==> config.mk <==
export PLATFORM = sky130hd
export DESIGN_NAME = chan_ctl_seq
export DESIGN_NICKNAME = d
export VERILOG_FILES = /design/src/rtl/chan_ctl_pkg.sv /design/src/rtl/chan_cfg_reg.sv /design/src/rtl/chan_seq_fsm.sv /design/src/rtl/chan_wb_unit.sv /design/src/rtl/chan_ctl_seq.sv
export SDC_FILE = /design/constraint.sdc
export NUM_CORES = 1
export LEC_CHECK = 0
export BUFFER_PORTS_ARGS = -buffer_cell sky130_fd_sc_hd__buf_2
export CAP_MARGIN = 0
export CELL_PAD_IN_SITES_DETAIL_PLACEMENT = 2
export CELL_PAD_IN_SITES_GLOBAL_PLACEMENT = 2
export CORE_MARGIN = 2
export CORE_UTILIZATION = 27
export DETAILED_ROUTE_END_ITERATION = 10
export HOLD_SLACK_MARGIN = 0.08
export PLACE_DENSITY = 0.8
export SYNTH_ARGS = -nofsm -noshare
export SYNTH_HDL_FRONTEND = slang
export SYNTH_HIERARCHICAL = 1
export SYNTH_SLANG_ARGS = --single-unit
==> constraint.sdc <==
create_clock -name clk -period 2.7 [get_ports clk]
set_clock_uncertainty 0.15 [all_clocks]
set_input_delay 0.54 -clock clk [delete_from_list [all_inputs] [get_ports clk]]
set_output_delay 0.54 -clock clk [all_outputs]
set_load 0.05 [all_outputs]
==> src/rtl/chan_ctl_pkg.sv <==
package chan_ctl_pkg;

    localparam int CFG_W  = 12;
    localparam int HALF_W = CFG_W / 2;

    localparam logic [CFG_W-1:0] RSV_MASK = 12'h330;
    localparam logic [CFG_W-1:0] LOW_MASK = {{(CFG_W-HALF_W){1'b0}}, {HALF_W{1'b1}}};

    typedef struct packed {
        logic       rst;
        logic       cont;
        logic [1:0] rsv_hi;
        logic       ext_addr;
        logic       big_burst;
        logic [1:0] rsv_lo;
        logic       glob_note;
        logic       icv_stat;
        logic       all_stat;
        logic       done_wb;
    } cfg_t;

    typedef enum logic [3:0] {
        S_IDLE, S_REQ, S_ACT, S_CANCEL, S_WR_PRI, S_WR_SEC,
        S_REL_PRI, S_REL_SEC, S_CLEAR
    } seq_st_e;

    typedef enum logic [1:0] {OP_NONE, OP_RESET, OP_CONT, OP_FINISH} op_e;

    typedef struct packed {
        logic wb;
        logic stat;
    } wb_dec_t;

    function automatic cfg_t sanitize(logic [CFG_W-1:0] w);
        cfg_t c;
        c = cfg_t'(w & ~RSV_MASK);
        if (c.rst) c.cont = 1'b0;
        return c;
    endfunction

    function automatic wb_dec_t wb_decide(cfg_t c, logic dn, logic icv);
        wb_dec_t d;
        d.stat = c.all_stat | (c.icv_stat & icv);
        d.wb   = (c.done_wb & (c.glob_note | dn)) | d.stat;
        return d;
    endfunction

endpackage

==> src/rtl/chan_cfg_reg.sv <==
module chan_cfg_reg
    import chan_ctl_pkg::*;
(
    input  logic             clk,
    input  logic             rst,
    input  logic             wr_en,
    input  logic [CFG_W-1:0] wr_data,
    input  logic             clr_all,
    input  logic             keep_low,
    output cfg_t             cfg
);
    always_ff @(posedge clk) begin
        if (rst || clr_all) begin
            cfg <= '0;
        end else if (keep_low) begin
            cfg <= cfg_t'(cfg & LOW_MASK);
        end else if (wr_en) begin
            cfg <= sanitize(wr_data);
        end
    end
endmodule

==> src/rtl/chan_seq_fsm.sv <==
module chan_seq_fsm
    import chan_ctl_pkg::*;
(
    input  logic clk,
    input  logic rst,
    input  logic cmd_rst,
    input  logic cmd_cont,
    input  logic desc_start,
    input  logic eu_gnt,
    input  logic sec_rsv,
    input  logic desc_done,
    input  logic eu_wr_gnt,
    output logic eu_req,
    output logic eu_rel_pri,
    output logic eu_rel_sec,
    output logic eu_wr_req,
    output logic eu_wr_sec,
    output logic fifo_clr,
    output logic resume,
    output logic busy,
    output logic clr_all,
    output logic keep_low,
    output logic done_evt
);
    seq_st_e st, st_nx;
    op_e     op, op_nx;
    logic    sec_held, sec_nx;
    logic    pend;
    op_e     cmd_op;

    assign pend   = cmd_rst | cmd_cont;
    assign cmd_op = cmd_rst ? OP_RESET : OP_CONT;

    always_comb begin
        st_nx  = st;
        op_nx  = op;
        sec_nx = sec_held;
        unique case (st)
            S_IDLE: begin
                if (pend) begin
                    st_nx = S_CLEAR;
                    op_nx = cmd_op;
                end else if (desc_start) begin
                    st_nx = S_REQ;
                end
            end
            S_REQ: begin
                if (pend) begin
                    st_nx = S_CANCEL;
                    op_nx = cmd_op;
                end else if (eu_gnt) begin
                    st_nx  = S_ACT;
                    sec_nx = sec_rsv;
                end
            end
            S_ACT: begin
                if (pend) begin
                    st_nx = S_WR_PRI;
                    op_nx = cmd_op;
                end else if (desc_done) begin
                    st_nx = S_REL_PRI;
                    op_nx = OP_FINISH;
                end
            end
            S_CANCEL: st_nx = S_CLEAR;
            S_WR_PRI: if (eu_wr_gnt) st_nx = sec_held ? S_WR_SEC : S_REL_PRI;
            S_WR_SEC: if (eu_wr_gnt) st_nx = S_REL_PRI;
            S_REL_PRI: begin
                if (sec_held)             st_nx = S_REL_SEC;
                else if (op == OP_FINISH) st_nx = S_IDLE;
                else                      st_nx = S_CLEAR;
            end
            S_REL_SEC: st_nx = (op == OP_FINISH) ? S_IDLE : S_CLEAR;
            S_CLEAR:   st_nx = S_IDLE;
            default:   st_nx = S_IDLE;
        endcase
        if (st_nx == S_IDLE) begin
            op_nx  = OP_NONE;
            sec_nx = 1'b0;
        end
    end

    always_ff @(posedge clk) begin
        if (rst) begin
            st       <= S_IDLE;
            op       <= OP_NONE;
            sec_held <= 1'b0;
        end else begin
            st       <= st_nx;
            op       <= op_nx;
            sec_held <= sec_nx;
        end
    end

    assign eu_req     = (st == S_REQ);
    assign eu_rel_pri = (st == S_CANCEL) || (st == S_REL_PRI);
    assign eu_rel_sec = (st == S_REL_SEC);
    assign eu_wr_req  = (st == S_WR_PRI) || (st == S_WR_SEC);
    assign eu_wr_sec  = (st == S_WR_SEC);
    assign busy       = (op == OP_RESET) || (op == OP_CONT);
    assign clr_all    = (st == S_CLEAR) && (op == OP_RESET);
    assign keep_low   = (st == S_CLEAR) && (op == OP_CONT);
    assign fifo_clr   = clr_all;
    assign resume     = keep_low;
    assign done_evt   = (st == S_ACT) && !pend && desc_done;
endmodule

==> src/rtl/chan_wb_unit.sv <==
module chan_wb_unit
    import chan_ctl_pkg::*;
(
    input  logic clk,
    input  logic rst,
    input  logic done_evt,
    input  cfg_t cfg,
    input  logic dn,
    input  logic icv,
    output logic hdr_wb_req,
    output logic hdr_wb_stat
);
    wb_dec_t dec;

    always_comb dec = wb_decide(cfg, dn, icv);

    always_ff @(posedge clk) begin
        if (rst) begin
            hdr_wb_req  <= 1'b0;
            hdr_wb_stat <= 1'b0;
        end else begin
            hdr_wb_req  <= done_evt & dec.wb;
            hdr_wb_stat <= done_evt & dec.stat;
        end
    end
endmodule

==> src/rtl/chan_ctl_seq.sv <==
module chan_ctl_seq
    import chan_ctl_pkg::*;
#(
    parameter int BURST_SMALL = 64,
    parameter int BURST_LARGE = 128,
    parameter int ADDR_NARROW = 32,
    parameter int ADDR_WIDE   = 36,
    localparam int BW = $clog2(BURST_LARGE + 1),
    localparam int AW = $clog2(ADDR_WIDE + 1)
) (
    input  logic             clk,
    input  logic             rst,
    input  logic             cfg_we,
    input  logic [CFG_W-1:0] cfg_wdata,
    output logic [CFG_W-1:0] cfg_rdata,
    input  logic             desc_start,
    input  logic             eu_gnt,
    input  logic             sec_rsv,
    input  logic             desc_done,
    input  logic             desc_dn,
    input  logic             desc_icv,
    output logic             eu_req,
    output logic             eu_rel_pri,
    output logic             eu_rel_sec,
    output logic             eu_wr_req,
    output logic             eu_wr_sec,
    input  logic             eu_wr_gnt,
    output logic             fifo_clr,
    output logic             resume,
    output logic             hdr_wb_req,
    output logic             hdr_wb_stat,
    output logic             busy,
    output logic [BW-1:0]    burst_bytes,
    output logic [AW-1:0]    addr_bits
);
    cfg_t cfg;
    logic clr_all, keep_low, done_evt, wr_ok;

    assign wr_ok = cfg_we && !busy && !cfg.rst && !cfg.cont;

    chan_cfg_reg u_cfg (
        .clk      (clk),
        .rst      (rst),
        .wr_en    (wr_ok),
        .wr_data  (cfg_wdata),
        .clr_all  (clr_all),
        .keep_low (keep_low),
        .cfg      (cfg)
    );

    chan_seq_fsm u_fsm (
        .clk        (clk),
        .rst        (rst),
        .cmd_rst    (cfg.rst),
        .cmd_cont   (cfg.cont),
        .desc_start (desc_start),
        .eu_gnt     (eu_gnt),
        .sec_rsv    (sec_rsv),
        .desc_done  (desc_done),
        .eu_wr_gnt  (eu_wr_gnt),
        .eu_req     (eu_req),
        .eu_rel_pri (eu_rel_pri),
        .eu_rel_sec (eu_rel_sec),
        .eu_wr_req  (eu_wr_req),
        .eu_wr_sec  (eu_wr_sec),
        .fifo_clr   (fifo_clr),
        .resume     (resume),
        .busy       (busy),
        .clr_all    (clr_all),
        .keep_low   (keep_low),
        .done_evt   (done_evt)
    );

    chan_wb_unit u_wb (
        .clk         (clk),
        .rst         (rst),
        .done_evt    (done_evt),
        .cfg         (cfg),
        .dn          (desc_dn),
        .icv         (desc_icv),
        .hdr_wb_req  (hdr_wb_req),
        .hdr_wb_stat (hdr_wb_stat)
    );

    assign cfg_rdata   = cfg;
    assign burst_bytes = cfg.big_burst ? BW'(BURST_LARGE) : BW'(BURST_SMALL);
    assign addr_bits   = cfg.ext_addr  ? AW'(ADDR_WIDE)   : AW'(ADDR_NARROW);
endmodule

* Word level (Yosys, flattened, before mapping)
Index checks and enable logic that the tools add are counted.
** Word-level totals
- Bits in registers :: 17
- Bits in latches :: 0
- RAM bits :: 0
- Bits in read-only memories :: 0
- Bits of input ports :: 22
- Output and inout bits :: 36
- Logic and storage cells :: 80
- Memories kept :: 0
** Cells by class
- $add $sub $neg :: 0
- Multiply operators :: 0
- Divide/modulo/power cells :: 0
- Order comparisons :: 0
- Equal/unequal tests :: 13
- Shifts and indexed selects :: 0
- Mux-type cells :: 20
- Bitwise operators :: 10
- Reduce and logical (&&, ||, !) cells :: 24
** Operators by type and width (count)
- $mux W4 :: 10
- $pmux W4 S8 :: 1
- $eq A4 B3 Y1 const B :: 4
- $mux W2 :: 5
- $eq A4 B2 Y1 const B :: 2
- $logic_not A4 Y1 :: 2
- $mux W8 :: 1
- $logic_and A1 B1 Y1 :: 7
- $reduce_and A3 Y1 :: 2
- $reduce_or A2 Y1 :: 3
- $and A1 B1 Y1 :: 4
- $eq A2 B2 Y1 const B :: 2
- $eq A4 B1 Y1 const B :: 1
- $eq A4 B4 Y1 const B :: 1
- $logic_not A1 Y1 :: 4
- $logic_or A1 B1 Y1 :: 4
- $or A1 B1 Y1 :: 4
- $pmux W2 S2 :: 1
- $mux W3 :: 1
- $ne A3 B2 Y1 const B :: 1
- $eq A2 B1 Y1 const B :: 1
- $ne A2 B1 Y1 const B :: 1
- $not A1 Y1 :: 2
- $reduce_and A2 Y1 :: 1
- 2 further kinds :: 2

* Logic depth before layout (Yosys ltp)
- Depth after elaboration :: 7
- Gate-level depth with buffers :: 9

* Cells and area by module
Netlist, hierarchy kept.
** Modules (own cells, without submodules)
- chan_seq_fsm :: times used 1, cells an instance 77, area each 669.4 um2, seq. area each 140.1 um2
- chan_cfg_reg :: times used 1, cells an instance 34, area each 356.6 um2, seq. area each 160.2 um2
- chan_ctl_seq :: times used 1, cells an instance 17, area each 123.9 um2, seq. area each 0.0 um2
- chan_wb_unit :: times used 1, cells an instance 7, area each 72.6 um2, seq. area each 40.0 um2

* Worst setup path after synthesis
No wires, ideal clock.
- Path kind :: reg-to-output
- From :: register u_fsm.st[1]
- To :: output port eu_rel_pri
- Arrival time :: 1.778 ns
- Required time :: 2.010 ns
- Slack :: 0.232 ns
- Stages on the path, launching flop included :: 4
- Buffers on the path :: 2
- Cells stage by stage :: dfxtp_1 buf_6 buf_2 nor3b_1
** On the way
- Longest elaborated chain between the ends :: 2
- Elaborated cells between the ends (all ways) :: 3
** Ends and longest elaborated chain
- from (decl) :: RTL line chan_seq_fsm.sv:25 : seq_st_e st, st_nx;
- from (signal assigned) :: RTL line chan_seq_fsm.sv:89 : st <= st_nx;
- $eq A4 B2 Y1 / $eq A4 B3 Y1 (equally long branches) :: RTL line chan_seq_fsm.sv:96 : assign eu_rel_pri = (st == S_CANCEL) || (st == S_REL_PRI);
- $logic_or A1 B1 Y1 * :: RTL line chan_seq_fsm.sv:96
- to (decl) :: RTL line chan_ctl_seq.sv:23 : output logic eu_rel_pri,
Mark *: on every way between the ends. The rest lies on a longest branch, timed or not.

* Worst setup path in the final report
- From :: register u_fsm.st[0]
- To :: output port fifo_clr
** On the way
- Longest elaborated chain between the ends :: 2
** Ends and longest elaborated chain
- $eq A4 B4 Y1 :: RTL line chan_seq_fsm.sv:101 : assign clr_all = (st == S_CLEAR) && (op == OP_RESET);
- $logic_and A1 B1 Y1 :: RTL line chan_seq_fsm.sv:101
- to (decl) :: RTL line chan_ctl_seq.sv:28 : output logic fifo_clr,
Every way passes these cells.

==> flow_results.xml <==
<?xml version="1.0" encoding="UTF-8"?>
<metrics>
  <group name="critical_path">
    <metric name="cp.required" unit="ns">2.01</metric>
    <metric name="critPathLaunch" unit="">u_fsm/st[0]$_SDFF_PP0_</metric>
    <metric name="timing.critical_path.fanout_max" unit="">13</metric>
    <metric name="worstSetupEndpoint" unit="">fifo_clr</metric>
    <metric name="regToRegStartpoint" unit="">u_fsm/st[0]$_SDFF_PP0_</metric>
    <metric name="reg2reg_slack" unit="ns">0.57</metric>
    <metric name="critical_path_class" unit="">flip-flop to primary output</metric>
    <metric name="crit_path_start_kind" unit="">flip-flop</metric>
    <metric name="worstRegToRegCells" unit="">4</metric>
    <metric name="timing.rr.end" unit="">u_fsm/op[0]$_SDFFE_PP0P_</metric>
    <metric name="worst_ep_arrival_time" unit="ns">1.82</metric>
    <metric name="critPathCaptureType" unit="">primary output</metric>
  </group>
  <group name="floorplanning">
    <metric name="design.portCount" unit="">58</metric>
    <metric name="chipHeight" unit="um">71.3</metric>
    <metric name="initial_core_util" unit="%">28.1</metric>
    <metric name="die_width" unit="um">71.3</metric>
    <metric name="row_count" unit="">24</metric>
    <metric name="core_area" unit="sq um">4350</metric>
    <metric name="dieArea" unit="sq um">5080</metric>
  </group>
  <group name="timing">
    <metric name="final_hold_viol_count" unit="">0</metric>
    <metric name="final_max_slew_viol_count" unit="">0</metric>
    <metric name="setup_tns_final" unit="ns">0</metric>
    <metric name="setup_repair_after_global_routing_missed_its_margin" unit="">no</metric>
    <metric name="layout_min_cycle_time" unit="ns">2.51</metric>
    <metric name="total_of_endpoints_with_negative_setup_slack_in_the_final_report" unit="">0</metric>
    <metric name="achievable-frequency" unit="GHz">0.398</metric>
    <metric name="fin_worst_hold_slack" unit="ns">0.361</metric>
    <metric name="post-route-period-util" unit="%">93.1</metric>
    <metric name="setup_ws" unit="ns">0.186</metric>
    <metric name="worst_slew_pin_slew" unit="ns">0.651</metric>
    <metric name="max_slew_margin" unit="%">56.6</metric>
  </group>
  <group name="clock_network">
    <metric name="cts-root-to-sink-buffers" unit="">2</metric>
    <metric name="post_cts.resized_instances" unit="">0</metric>
    <metric name="post-cts-setup-buffer-count" unit="">0</metric>
    <metric name="total_cts_buffers" unit="">3</metric>
    <metric name="cts_max_level" unit="">1</metric>
    <metric name="clk_pin_slew_worst_paths" unit="ns">0.06</metric>
    <metric name="tritoncts" unit="">built</metric>
    <metric name="clock_sink_count" unit="">17</metric>
    <metric name="clock_latency" unit="ns">0.25</metric>
    <metric name="holdBufCountCts" unit="">0</metric>
    <metric name="clockRootBuffer" unit="">clkbuf_8</metric>
  </group>
  <group name="synthesis">
    <metric name="post_synth_instance_area" unit="sq um">1220</metric>
    <metric name="dominantRegCellSynth" unit="">dfxtp_1</metric>
    <metric name="yosysWarnings" unit="">6</metric>
    <metric name="async_reset_ff_share" unit="%">0</metric>
    <metric name="post_synth_num_cell_types" unit="">45</metric>
    <metric name="synth_cells" unit="">135</metric>
    <metric name="synth-seq-cells" unit="">17</metric>
    <metric name="synth_edf_count" unit="">0</metric>
    <metric name="syn-mean-instance-area" unit="sq um">9.05</metric>
    <metric name="seq_area_frac_synth" unit="%">27.8</metric>
  </group>
  <group name="global_route">
    <metric name="grt_antenna_before_repair" unit="">0</metric>
    <metric name="grt-ovfl-total" unit="">0</metric>
    <metric name="first_global_vias" unit="">1125</metric>
    <metric name="global_route_wire_length_before_repair" unit="um">5480</metric>
    <metric name="pin_count_of_the_biggest_net_entering_global_routing" unit="">14</metric>
    <metric name="groute.usage.overall" unit="%">13.5</metric>
  </group>
  <group name="job">
    <metric name="maxCapViolations" unit="">0</metric>
  </group>
  <group name="route">
    <metric name="drt-vias-per-instance" unit="">4.81</metric>
    <metric name="routedWlPerCell" unit="um">15.2</metric>
    <metric name="vias" unit="">1049</metric>
    <metric name="detail-route-antenna-nets" unit="">0</metric>
    <metric name="drt_first_iter_violations" unit="">44</metric>
    <metric name="drc" unit="">0</metric>
    <metric name="finalWirelength" unit="um">3320</metric>
    <metric name="first_pass_iters" unit="">4</metric>
  </group>
  <group name="final_layout">
    <metric name="antenna-diode-count" unit="">0</metric>
    <metric name="num-fill-cells" unit="">522</metric>
    <metric name="layout-area-overhead-vs-synth" unit="%">12.9</metric>
    <metric name="core_utilization_of_the_finished_layout" unit="%">31.7</metric>
    <metric name="final_layout_size_suffix_gt1_share" unit="%">33.7</metric>
    <metric name="fin_nets" unit="">192</metric>
  </group>
  <group name="pwr">
    <metric name="fin_total_pwr" unit="mW">1.04</metric>
    <metric name="ir_drop" unit="V">0.000273</metric>
    <metric name="cellLeakagePower" unit="nW">0.657</metric>
    <metric name="power.density_cell_area" unit="nW/um^2">755</metric>
  </group>
  <group name="worst_hold_path">
    <metric name="min-delay-path-class" unit="">flip-flop to flip-flop</metric>
  </group>
  <group name="place">
    <metric name="post-dp-hpwl" unit="um">2620</metric>
    <metric name="buffer_ports.inserted" unit="">38</metric>
    <metric name="dp_worst_slack" unit="ns">0.459</metric>
    <metric name="gp_routability_congestion" unit="">0.791</metric>
  </group>
  <group name="run_status">
    <metric name="run_status" unit="">finished, final reports clean</metric>
  </group>
</metrics>
-- Yosys cell counts (2+ instances only) --
master | count | area, sq um
a211o_1 | 2 | 17.5
a21o_1 | 2 | 15.0
a21oi_1 | 8 | 40.0
and2_1 | 2 | 12.5
and3_1 | 2 | 12.5
buf_4 | 20 | 150
buf_6 | 5 | 56.3
conb_1 | 3 | 11.3
dfxtp_1 | 17 | 340
ha_1 | 3 | 37.5
inv_1 | 6 | 22.5
mux2i_1 | 8 | 80.1
nand2_1 | 3 | 11.3
nand2b_1 | 4 | 25.0
nor2_1 | 9 | 33.8
nor2_2 | 2 | 12.5
nor3_1 | 4 | 20.0
nor4b_4 | 2 | 47.6
o21ai_0 | 6 | 30.0
or3_1 | 2 | 12.5
-- state kept, by name, summed over array words and instances, names as in the netlist --
signal            cells
u_fsm/op              2
u_cfg/cfg             8
u_wb/hdr_wb_req       1
u_wb/hdr_wb_stat      1
u_fsm/sec_held        1
u_fsm/st              4
-- through the flow --
stage,std cells,instance area (sq um)
final,218,1380
after global routing,218,1380
after CTS,218,1380
after detailed placement,214,1330
after global placement,214,1330
after floorplan,147,1270
-- power by group --
| part | total (mW) | leakage (nW) | switching, mW | internal [mW] |
|---|---|---|---|---|
| sequential | 0.343 | 0.139 | 0.0591 | 0.284 |
| clock | 0.190 | 0.0255 | 0.0878 | 0.102 |
| combinational | 0.509 | 0.493 | 0.340 | 0.169 |
| total | 1.04 | 0.657 | 0.487 | 0.555 |
-- critical path, cell delays in order, from the launching register on --
cell	delay [ns]
dfxtp_1	0.48
nor4b_1	0.48
and2_1	0.31
buf_2	0.31
-- final cells by class --
cell class                      instances  area [sq um]  share of cell area [%]
Sequential cell                        17           340                    24.7
Tap cell                               52          65.1                    4.71
Inverter                                6          22.5                    1.63
Multi-Input combinational cell         98           693                    50.2
Timing Repair Buffer                   41           213                    15.4
Clock buffer                            3          41.3                    2.99
Clock inverter                          1          5.00                   0.363
-- cell families (layout without fill, tap and decap cells) --
kind of cell | count (synthesis) | after routing | synth area share (%)
AND/OR/NAND/NOR | 41 | 41 | 23.7
buffers and inverters | 32 | 51 | 19.1
AO/OA/AOI/OAI | 29 | 29 | 16.8
flip-flops | 17 | 17 | 27.8
multiplexers | 9 | 9 | 7.78
adder cells (fa/ha/maj) | 3 | 3 | 3.07
other | 3 | 15 | 0.921
XOR/XNOR | 1 | 1 | 0.717
-- worst min-delay path by stage --
| stage | start | end | slack (ns) | depth (start not counted) |
|---|---|---|---|---|
| after CTS | u_cfg/cfg[0]$_SDFFE_PP0P_ | u_wb/hdr_wb_req$_SDFF_PP0_ | 0.37 | 2 |
| after global routing | cfg_wdata[7] | u_cfg/cfg[7]$_SDFFE_PP0P_ | 0.40 | 3 |
| after global placement | u_cfg/cfg[7]$_SDFFE_PP0P_ | u_cfg/cfg[7]$_SDFFE_PP0P_ | 0.34 | 2 |
| after detailed placement | u_cfg/cfg[0]$_SDFFE_PP0P_ | u_wb/hdr_wb_req$_SDFF_PP0_ | 0.35 | 2 |
| after floorplan | u_fsm/sec_held$_SDFFE_PP0P_ | u_fsm/sec_held$_SDFFE_PP0P_ | 0.37 | 2 |
| final | u_cfg/cfg[0]$_SDFFE_PP0P_ | u_wb/hdr_wb_req$_SDFF_PP0_ | 0.36 | 2 |
-- cells in the final DEF, fill, tap and decap left out, types with 2 or more instances in the layout --
cell / netlist / final
mux2i_1: 8 / 8
nand2b_1: 4 / 4
or3_1: 2 / 2
ha_1: 3 / 3
o21ai_0: 6 / 6
a211o_1: 2 / 2
nor3_1: 4 / 4
dfxtp_1: 17 / 17
nor2_2: 2 / 2
inv_1: 6 / 6
nor4b_4: 2 / 2
and2_1: 2 / 2
a21oi_1: 8 / 8
conb_1: 3 / 15
buf_4: 20 / 3
nor2_1: 9 / 9
clkbuf_8: 0 / 3
a21o_1: 2 / 2
buf_2: 1 / 38
nand2_1: 3 / 3
and3_1: 2 / 2
-- per-layer routing --
| metal | global-route usage (%) | vias to the layer above | wire length, um |
|---|---|---|---|
| li1 | - | 504 | - |
| met1 | 16.8 | 499 | 1430 |
| met2 | 23.4 | 42 | 1610 |
| met3 | 2.81 | 4 | 229 |
| met4 | 4.40 | 0 | 43 |
| met5 | 0 | - | 0 |
(Power assumes the default switching activity.)
